## config.mk

```make
export PLATFORM = sky130hd
export DESIGN_NAME = keyed_cfg_port
export DESIGN_NICKNAME = d
export VERILOG_FILES = /design/src/rtl/cfg_port_pkg.sv /design/src/rtl/cfg_key_fsm.sv /design/src/rtl/cfg_regfile.sv /design/src/rtl/keyed_cfg_port.sv
export SDC_FILE = /design/constraint.sdc
export NUM_CORES = 1
export LEC_CHECK = 0
export ABC_AREA = 1
export BUFFER_PORTS_ARGS = -buffer_cell sky130_fd_sc_hd__buf_2
export CELL_PAD_IN_SITES_DETAIL_PLACEMENT = 2
export CELL_PAD_IN_SITES_GLOBAL_PLACEMENT = 2
export CORE_MARGIN = 8
export CORE_UTILIZATION = 32
export CTS_CLUSTER_SIZE = 25
export DETAILED_ROUTE_END_ITERATION = 12
export PLACE_DENSITY_LB_ADDON = 0.05
export SETUP_SLACK_MARGIN = 0.05
export SLEW_MARGIN = 10
export SYNTH_ARGS = -nofsm -noshare
export SYNTH_HDL_FRONTEND = slang
export SYNTH_SLANG_ARGS = --single-unit
export TNS_END_PERCENT = 10
```

## constraint.sdc

```tcl
create_clock -name clk -period 6.19 [get_ports clk]
set_clock_uncertainty 0.1 [all_clocks]
set_input_delay 0.3095 -clock clk [delete_from_list [all_inputs] [get_ports clk]]
set_output_delay 0.3095 -clock clk [all_outputs]
set_load 0.1 [all_outputs]
```

## src/rtl/cfg_port_pkg.sv

```systemverilog
package cfg_port_pkg;
  localparam int KEY_LEN = 4;
  localparam logic [7:0] IDX_LDN   = 8'h07;
  localparam logic [7:0] IDX_CTRL  = 8'h02;
  localparam logic [7:0] EXIT_VAL  = 8'h02;
  localparam logic [7:0] IDX_IDHI  = 8'h20;
  localparam logic [7:0] IDX_IDLO  = 8'h21;
  localparam logic [7:0] IDX_REV   = 8'h22;
  localparam logic [7:0] IDX_ACT   = 8'h30;
  localparam logic [7:0] IDX_BASEH = 8'h60;
  localparam logic [7:0] IDX_BASEL = 8'h61;
  localparam logic [7:0] DEV_SPACE = 8'h30;

  function automatic logic [7:0] key_byte(input logic [2:0] pos);
    case (pos)
      3'd0:    key_byte = 8'h87;
      3'd1:    key_byte = 8'h01;
      default: key_byte = 8'h55;
    endcase
  endfunction
endpackage

```

## src/rtl/cfg_key_fsm.sv

```systemverilog
module cfg_key_fsm
  import cfg_port_pkg::*;
(
  input  logic       clk,
  input  logic       rst,
  input  logic       key_wr,
  input  logic [7:0] key_in,
  input  logic       relock,
  output logic       unlocked
);
  localparam int STEP_W = $clog2(KEY_LEN + 1);
  localparam logic [STEP_W-1:0] DONE = STEP_W'(KEY_LEN);

  logic [STEP_W-1:0] step_q;

  assign unlocked = (step_q == DONE);

  always_ff @(posedge clk) begin
    if (rst || relock) begin
      step_q <= '0;
    end else if (key_wr && !unlocked) begin
      if (key_in == key_byte(3'(step_q)))
        step_q <= step_q + 1'b1;
      else if (key_in == key_byte(3'd0))
        step_q <= STEP_W'(1);
      else
        step_q <= '0;
    end
  end

  // the port opens only on the last key byte
  p_unlock_on_key_r2: assert property (@(posedge clk) disable iff (rst)
    $rose(unlocked) |-> $past(key_wr && key_in == 8'h55));

  // relock always lands in the locked state
  p_relock_closes_r5: assert property (@(posedge clk) disable iff (rst)
    relock |=> !unlocked);
endmodule

```

## src/rtl/cfg_regfile.sv

```systemverilog
module cfg_regfile
  import cfg_port_pkg::*;
#(
  parameter int          NUM_DEV  = 4,
  parameter logic [15:0] CHIP_ID  = 16'h8716,
  parameter logic [3:0]  CHIP_REV = 4'h3
) (
  input  logic                 clk,
  input  logic                 rst,
  input  logic                 wr_en,
  input  logic                 rd_en,
  input  logic [7:0]           idx,
  input  logic [7:0]           wdata,
  output logic [7:0]           rdata,
  output logic [NUM_DEV-1:0]   dev_active,
  output logic [16*NUM_DEV-1:0] dev_base,
  output logic                 ext_wr,
  output logic                 ext_rd,
  output logic [7:0]           ext_ldn,
  output logic [7:0]           ext_idx,
  output logic [7:0]           ext_wdata,
  input  logic [7:0]           ext_rdata
);
  logic [7:0]  ldn_q;
  logic        act_q  [NUM_DEV];
  logic [15:0] base_q [NUM_DEV];

  logic is_dev, is_int;
  assign is_dev = (idx >= DEV_SPACE);
  assign is_int = (idx == IDX_ACT) || (idx == IDX_BASEH) || (idx == IDX_BASEL);

  always_ff @(posedge clk) begin
    if (rst) begin
      ldn_q <= '0;
      for (int d = 0; d < NUM_DEV; d++) begin
        act_q[d]  <= 1'b0;
        base_q[d] <= '0;
      end
    end else if (wr_en) begin
      if (idx == IDX_LDN) ldn_q <= wdata;
      for (int d = 0; d < NUM_DEV; d++) begin
        if (ldn_q == 8'(d)) begin
          if (idx == IDX_ACT)   act_q[d]        <= wdata[0];
          if (idx == IDX_BASEH) base_q[d][15:8] <= wdata;
          if (idx == IDX_BASEL) base_q[d][7:0]  <= wdata;
        end
      end
    end
  end

  for (genvar g = 0; g < NUM_DEV; g++) begin : g_dev_out
    assign dev_active[g]         = act_q[g];
    assign dev_base[16*g +: 16]  = base_q[g];
  end

  assign ext_wr    = wr_en && is_dev && !is_int;
  assign ext_rd    = rd_en && is_dev && !is_int;
  assign ext_ldn   = ldn_q;
  assign ext_idx   = idx;
  assign ext_wdata = wdata;

  always_comb begin
    rdata = 8'h00;
    if (idx == IDX_LDN)        rdata = ldn_q;
    else if (idx == IDX_IDHI)  rdata = CHIP_ID[15:8];
    else if (idx == IDX_IDLO)  rdata = CHIP_ID[7:0];
    else if (idx == IDX_REV)   rdata = {4'h0, CHIP_REV};
    else if (is_int) begin
      for (int d = 0; d < NUM_DEV; d++) begin
        if (ldn_q == 8'(d)) begin
          if (idx == IDX_ACT)        rdata = {7'h0, act_q[d]};
          else if (idx == IDX_BASEH) rdata = base_q[d][15:8];
          else                       rdata = base_q[d][7:0];
        end
      end
    end else if (is_dev)       rdata = ext_rdata;
  end

  // device state moves only on an accepted data write
  p_state_needs_write_r4: assert property (@(posedge clk) disable iff (rst)
    !wr_en |=> ($stable(dev_active) && $stable(dev_base)));

  // out-of-range selector leaves device state untouched
  p_oob_ldn_inert_r13: assert property (@(posedge clk) disable iff (rst)
    (ldn_q >= 8'(NUM_DEV)) |=> ($stable(dev_active) && $stable(dev_base)));
endmodule

```

## src/rtl/keyed_cfg_port.sv

```systemverilog
module keyed_cfg_port
  import cfg_port_pkg::*;
#(
  parameter int          ADDR_W   = 16,
  parameter logic [ADDR_W-1:0] IDX_PORT = ADDR_W'(16'h002E),
  parameter int          NUM_DEV  = 4,
  parameter logic [15:0] CHIP_ID  = 16'h8716,
  parameter logic [3:0]  CHIP_REV = 4'h3
) (
  input  logic                  clk,
  input  logic                  rst,
  input  logic [ADDR_W-1:0]     io_addr,
  input  logic                  io_rd,
  input  logic                  io_wr,
  input  logic [7:0]            io_wdata,
  output logic [7:0]            io_rdata,
  output logic [NUM_DEV-1:0]    dev_active,
  output logic [16*NUM_DEV-1:0] dev_base,
  output logic                  ext_wr,
  output logic                  ext_rd,
  output logic [7:0]            ext_ldn,
  output logic [7:0]            ext_idx,
  output logic [7:0]            ext_wdata,
  input  logic [7:0]            ext_rdata
);
  localparam logic [ADDR_W-1:0] DATA_PORT = IDX_PORT + 1'b1;

  logic       hit_idx, hit_data, unlocked, exit_cmd;
  logic [7:0] index_q, rf_rdata;

  assign hit_idx  = (io_addr == IDX_PORT);
  assign hit_data = (io_addr == DATA_PORT);
  assign exit_cmd = io_wr && hit_data && unlocked &&
                    (index_q == IDX_CTRL) && (io_wdata == EXIT_VAL);

  cfg_key_fsm i_key (
    .clk      (clk),
    .rst      (rst),
    .key_wr   (io_wr && hit_idx),
    .key_in   (io_wdata),
    .relock   (exit_cmd),
    .unlocked (unlocked)
  );

  always_ff @(posedge clk) begin
    if (rst)                                 index_q <= '0;
    else if (io_wr && hit_idx && unlocked)   index_q <= io_wdata;
  end

  cfg_regfile #(
    .NUM_DEV  (NUM_DEV),
    .CHIP_ID  (CHIP_ID),
    .CHIP_REV (CHIP_REV)
  ) i_rf (
    .clk        (clk),
    .rst        (rst),
    .wr_en      (io_wr && hit_data && unlocked),
    .rd_en      (io_rd && hit_data && unlocked),
    .idx        (index_q),
    .wdata      (io_wdata),
    .rdata      (rf_rdata),
    .dev_active (dev_active),
    .dev_base   (dev_base),
    .ext_wr     (ext_wr),
    .ext_rd     (ext_rd),
    .ext_ldn    (ext_ldn),
    .ext_idx    (ext_idx),
    .ext_wdata  (ext_wdata),
    .ext_rdata  (ext_rdata)
  );

  always_ff @(posedge clk) begin
    if (rst)                        io_rdata <= 8'hFF;
    else if (io_rd && hit_idx)      io_rdata <= unlocked ? index_q : 8'hFF;
    else if (io_rd && hit_data)     io_rdata <= unlocked ? rf_rdata : 8'hFF;
  end

  // locked data reads float high
  p_locked_reads_ff_r4: assert property (@(posedge clk) disable iff (rst)
    (io_rd && hit_data && !unlocked) |=> (io_rdata == 8'hFF));

  // nothing reaches the device registers while locked
  p_ext_needs_unlock_r10: assert property (@(posedge clk) disable iff (rst)
    (ext_wr || ext_rd) |-> unlocked);

  // read data holds between port reads
  p_rdata_holds_r12: assert property (@(posedge clk) disable iff (rst)
    !(io_rd && (hit_idx || hit_data)) |=> $stable(io_rdata));

  // locked index writes never move the index
  p_locked_index_r4: assert property (@(posedge clk) disable iff (rst)
    !unlocked |=> $stable(index_q));
endmodule

```

**Word-level counts from Yosys, hierarchy flattened**

Memory sizes are Yosys's and may differ from the RTL's.
Cells that the tools add are included.

- Flip-flop bits (word level): 27
- Bits in latches: 0
- RAM bits: 68
- ROM bits: 0
- Output and inout port bits: 102
- Logic and storage cells: 153
- Memories: 2

- Add/sub/neg operators: 1
- $mul: 0
- Div/mod/pow operators: 0
- Magnitude comparators: 1
- Eq/ne operators: 18
- Shift-type cells: 0
- Multiplexer cells: 92
- Bitwise gates (word level): 12
- Reductions and logical operators: 23

Memories:

| memory | depth | bits a word | read ports | clocked after memory_dff | write ports | line | text |
|---|---|---|---|---|---|---|---|
| i_rf.base_q | 4 | 16 | 4 | 0 | 4 | cfg_regfile.sv:26 | `logic [15:0] base_q [NUM_DEV];` |
| i_rf.act_q | 4 | 1 | 4 | 0 | 4 | cfg_regfile.sv:25 | `logic act_q [NUM_DEV];` |

Operators with widths:

| operator | number |
|---|---|
| $mux 8 | 32 |
| $mux 1 | 58 |
| $eq 16x6->1 const B | 2 |
| $eq 8x2->1 const B | 4 |
| $eq 8x6->1 const B | 4 |
| $eq 8x7->1 const B | 2 |
| $pmux 8 s2 | 1 |
| $logic_and 1x1->1 | 14 |
| $or 1x1->1 | 12 |
| $eq 8x1->1 const B | 1 |
| $eq 8x3->1 const B | 1 |
| $eq 8x8->1 | 1 |
| $eq 8x8->1 const B | 1 |
| $ge 8x6->1 const B | 1 |
| $logic_not 8->1 | 1 |
| $add 3x1->3 const B | 1 |
| $eq 3x1->1 const B | 1 |
| $eq 3x3->1 const B | 1 |
| $logic_not 3->1 | 1 |
| $logic_or 1x1->1 | 3 |
| $mux 3 | 1 |
| $logic_not 1->1 | 2 |
| $reduce_and 2->1 | 1 |
| $reduce_bool 2->1 | 1 |

**Longest topological paths before layout**

- Depth in word-level cells: 15
- Depth in mapped cells: 20

**Modules after synthesis**

From an unflattened synthesis, not the netlist that was laid out.

- Cells, all modules: 745
- Area total of the unflattened synthesis: 5592.9 µm²

By module, submodules not included:

| module | times used | cells an instance | area an instance (µm²) | seq. area each (µm²) |
|---|---|---|---|---|
| cfg_regfile | 1 | 516 | 4202.8 | 2202.1 |
| keyed_cfg_port | 1 | 173 | 1057.3 | 320.3 |
| cfg_key_fsm | 1 | 56 | 332.8 | 60.1 |

**Worst setup path before layout**

No wires, ideal clock.

- Path kind: reg2out
- From: register index_q[1]
- To: output port ext_rd
- Arrival time: 3901 ps
- Setup slack: 1879 ps
- Stages on the path, launching flop included: 10
- Cells stage by stage: dfxtp_1 > inv_2 > nand2_1 > nor2_4 > nand2_2 > buf_6 > nand3_2 > inv_1 > nand3_1 > nor3_1

- Cells in the longest elaborated chain, start to end: 5
- Elaborated cells between the ends (all ways): 9
- Those cells by class: 1 x order compare; 3 x eq/ne; 5 x reduce/logical

Ends and longest elaborated chain:

| item | line | text |
|---|---|---|
| from (decl) | keyed_cfg_port.sv:29 | `logic [7:0] index_q, rf_rdata;` |
| from (signal assigned) | keyed_cfg_port.sv:47 | `else if (io_wr && hit_idx && unlocked) index_q <= io_wdata;` |
| branches (longest 4 deep; another with $ge 8x6->1) | n/a |  |
| $logic_and 1x1->1 (*) | cfg_regfile.sv:57 | `assign ext_rd = rd_en && is_dev && !is_int;` |
| to (decl) | keyed_cfg_port.sv:20 | `output logic ext_rd,` |

Mark *: on every way between the ends.

**Worst setup path in the final report**

- From: register index_q[1]
- To: output port ext_wr

- Cells in the longest elaborated chain, start to end: 5
- Elaborated cells between the ends (all ways): 9
- Those cells by class: 1 x order compare; 3 x eq/ne; 5 x reduce/logical

Ends and longest elaborated chain:

| item | line | text |
|---|---|---|
| branches (longest 4 deep; another with $ge 8x6->1) | n/a |  |
| $logic_and 1x1->1 (*) | cfg_regfile.sv:56 | `assign ext_wr = wr_en && is_dev && !is_int;` |
| to (decl) | keyed_cfg_port.sv:19 | `output logic ext_wr,` |

Marks and branches as above.

==> results.cfg <==
[yosys]
synth-edff-count = 68
async_flop_share = 0
synth_cells = 651
yosysUniqueCellTypes = 38
synth_area_leaders = edfxtp_1, nand2_1, dfxtp_1
post_synth.cell_area_avg_sq_um = 7.94
synth_seq_area_share = 0.500
syn-cell-area_sq_mm = 0.00517
synth_area_leader_cell = edfxtp_1
yosysWarnings = 0
synth_seq_cells = 95
synth_nets = 690
ys.flop_type = edfxtp_1
synth_top_area_share = 0.395

[global_routing]
grt_pass1_wl_mm = 33.5
grt_usage = 0.220
grt_max_degree = 44
first_global_vias = 5549
overflow = 0
antenna_found_initial = 0

[route]
wirelength_mm = 22.1
drc = 0
wl_per_cell_microns = 22.3
drt_iter0_markers = 222
ant_nets = 0
vias_per_cell = 5.16
vias = 5108
first_pass_iters = 5

[floorplanning]
num_io_pins = 138
rows = 46
start_util = 0.327
core_sq_mm = 0.0158
die_h_microns = 143
dieArea_sq_mm = 0.0205
die_width_microns = 143

[timing]
period_minus_slack_ps = 3340
rsz0062_at_grt = false
hold_slack_ps = 101
maxSlewViolCount = 0
finalSetupTns_ps = 0
post-route-period-util = 0.540
relSlewSlack = 0.160
worst_slew_pin_slew_ps = 1250
setup_viol = 0
hold_viol = 0
fmax_mhz = 299

[cts]
cts_tree = built
cts_resized = 0
clkSinkCount = 95
cts-root-buf = clkbuf_16
ctsLongestPathBuffers = 2
cts_hold_buffers = 0
post-cts-setup-buffers = 0
path_clk_slew_ps = 70
clk_latency_ps = 360
cts_buffers = 9
htreeDepth = 3

[final_layout]
n_fill_cell = 1862
fin_cells = 989
diodes = 0
nets = 808
area_delta_synth_final_pct = 20.0
fin_util = 0.392
drive_gt1_frac = 0.239

[placement]
dp.cells = 974
place_congestion = 0.844
dp_hpwl_mm = 16.8
io_buffer_count = 137

[setup_path]
crit_required_ps = 5780
cp.arrival_ps = 2930
crit_path_start_kind = flop
endpoint_kind = output pin
crit_fanout = 38
path_class = reg2out

[outcome]
status = completed

[pwr]
powerDensity_mw_per_mm2 = 253
p_leak_nw = 2.71
peakVddDrop_mv = 0.121

[worst_hold_path]
hold_path_class = in2reg

[flow_run]
drv_cap = 0
cell usage after synthesis, types with 3 or more instances:
| library cell | n |
|---|---|
| inv_1 | 61 |
| nor2_2 | 5 |
| a21oi_1 | 40 |
| or2_2 | 7 |
| o211ai_1 | 5 |
| nand3_1 | 43 |
| nand3b_1 | 3 |
| nor2_1 | 96 |
| buf_6 | 4 |
| o21ai_1 | 10 |
| clkinv_1 | 3 |
| nand2_1 | 164 |
| clkbuf_1 | 9 |
| ha_1 | 3 |
| inv_2 | 7 |
| nand4_1 | 5 |
| nor4_1 | 8 |
| buf_4 | 14 |
| nor3_2 | 3 |
| dfxtp_1 | 27 |
| or2_1 | 3 |
| buf_2 | 4 |
| edfxtp_1 | 68 |
| o21ai_0 | 31 |
| nand2_2 | 3 |
| nor3_1 | 8 |
state kept, by name (all words and copies together), names as in the netlist:
signal        count
i_rf.ext_ldn      8
i_rf.base_q      64
i_key.step_q      3
i_rf.act_q        4
io_rdata          8
index_q           8
cell type report:
class / instances / area (sq um) / share of cell area
clock buffers: 9 / 225 / 0.0363
clock inverters: 6 / 51.3 / 0.00827
inverters: 72 / 273 / 0.0440
multi-input cells: 453 / 2110 / 0.340
flip-flops and latches: 95 / 2580 / 0.416
well taps: 216 / 270 / 0.0436
repair buffers: 138 / 693 / 0.112
metrics by stage:
step / power [mW] / instance area [sq um] / worst slack (ps)
CTS: 1.58 / 6200 / 2830
finish: 1.57 / 6200 / 2850
detailed placement: 1.03 / 5930 / 2720
floorplan: 0.960 / 5170 / 1880
global route: 1.61 / 6200 / 2660
global placement: 1.02 / 5930 / 2870
routing by layer:
layer | routed length [microns] | vias up | GRT usage
li1 | - | 2367 | -
met1 | 10100 | 2598 | 0.287
met2 | 10700 | 119 | 0.366
met3 | 904 | 24 | 0.0344
met4 | 356 | 0 | 0.0649
met5 | 0 | - | 0
where the power goes:
| part | switching [mW] | internal, mW | total (mW) |
|---|---|---|---|
| Sequential | 0.0179 | 0.702 | 0.720 |
| Clock | 0.279 | 0.278 | 0.557 |
| Combinational | 0.256 | 0.0347 | 0.291 |
| Total | 0.553 | 1.02 | 1.57 |
critical path: stages (launching register included):
cell and delay (ps):
dfxtp_1 420, inv_2 100, nand2_1 140, nor2_4 70, nand2_2 550, nand3_2 280, inv_1 250, nand3_1 140
nor3_1 150, buf_2 460
placed cells by master, fill, tap and decap left out, types with 2 or more instances in the layout:
cell / netlist / routed
nor2_2: 5 / 5
a211oi_1: 2 / 2
nand3b_1: 3 / 3
a21oi_1: 40 / 40
clkinv_1: 3 / 3
nor2_1: 96 / 96
inv_1: 61 / 61
nand3_2: 2 / 2
nand3_1: 43 / 43
nor3_1: 8 / 8
ha_1: 3 / 3
nand4_1: 5 / 5
clkbuf_16: 0 / 9
o211ai_1: 5 / 5
nor3_2: 3 / 3
or2_2: 7 / 7
o21ai_0: 31 / 30
nor4_1: 8 / 8
nand2_1: 164 / 164
o21bai_1: 2 / 2
edfxtp_1: 68 / 68
dfxtp_1: 27 / 27
inv_2: 7 / 7
buf_2: 4 / 137
o21ai_1: 10 / 11
a31oi_1: 2 / 2
nand2_2: 3 / 3
nor2_4: 2 / 2
inv_6: 0 / 3
or2_1: 3 / 3
kinds of logic (layout without fill, tap and decap cells):
group	after synthesis	in the layout	share of synthesized area
flip-flops	95	95	0.500
buffers and inverters	103	225	0.0922
adder cells (fa/ha/maj)	3	3	0.00726
AND/OR/NAND/NOR	356	356	0.304
AO/OA/AOI/OAI	94	94	0.0971
path summary, 6_finish.rpt:
check	start	slack, ps	depth (start not counted)	endpoint
max	index_q[1]	2850	9	ext_wr
min reg2reg	io_rdata[2]	380	2	io_rdata[2]
max reg2reg	i_key.step_q[0]	3210	8	i_rf.base_q[0][11]
min	rst	100	3	io_rdata[2]
No activity file was read; power rests on OpenSTA's default activity.
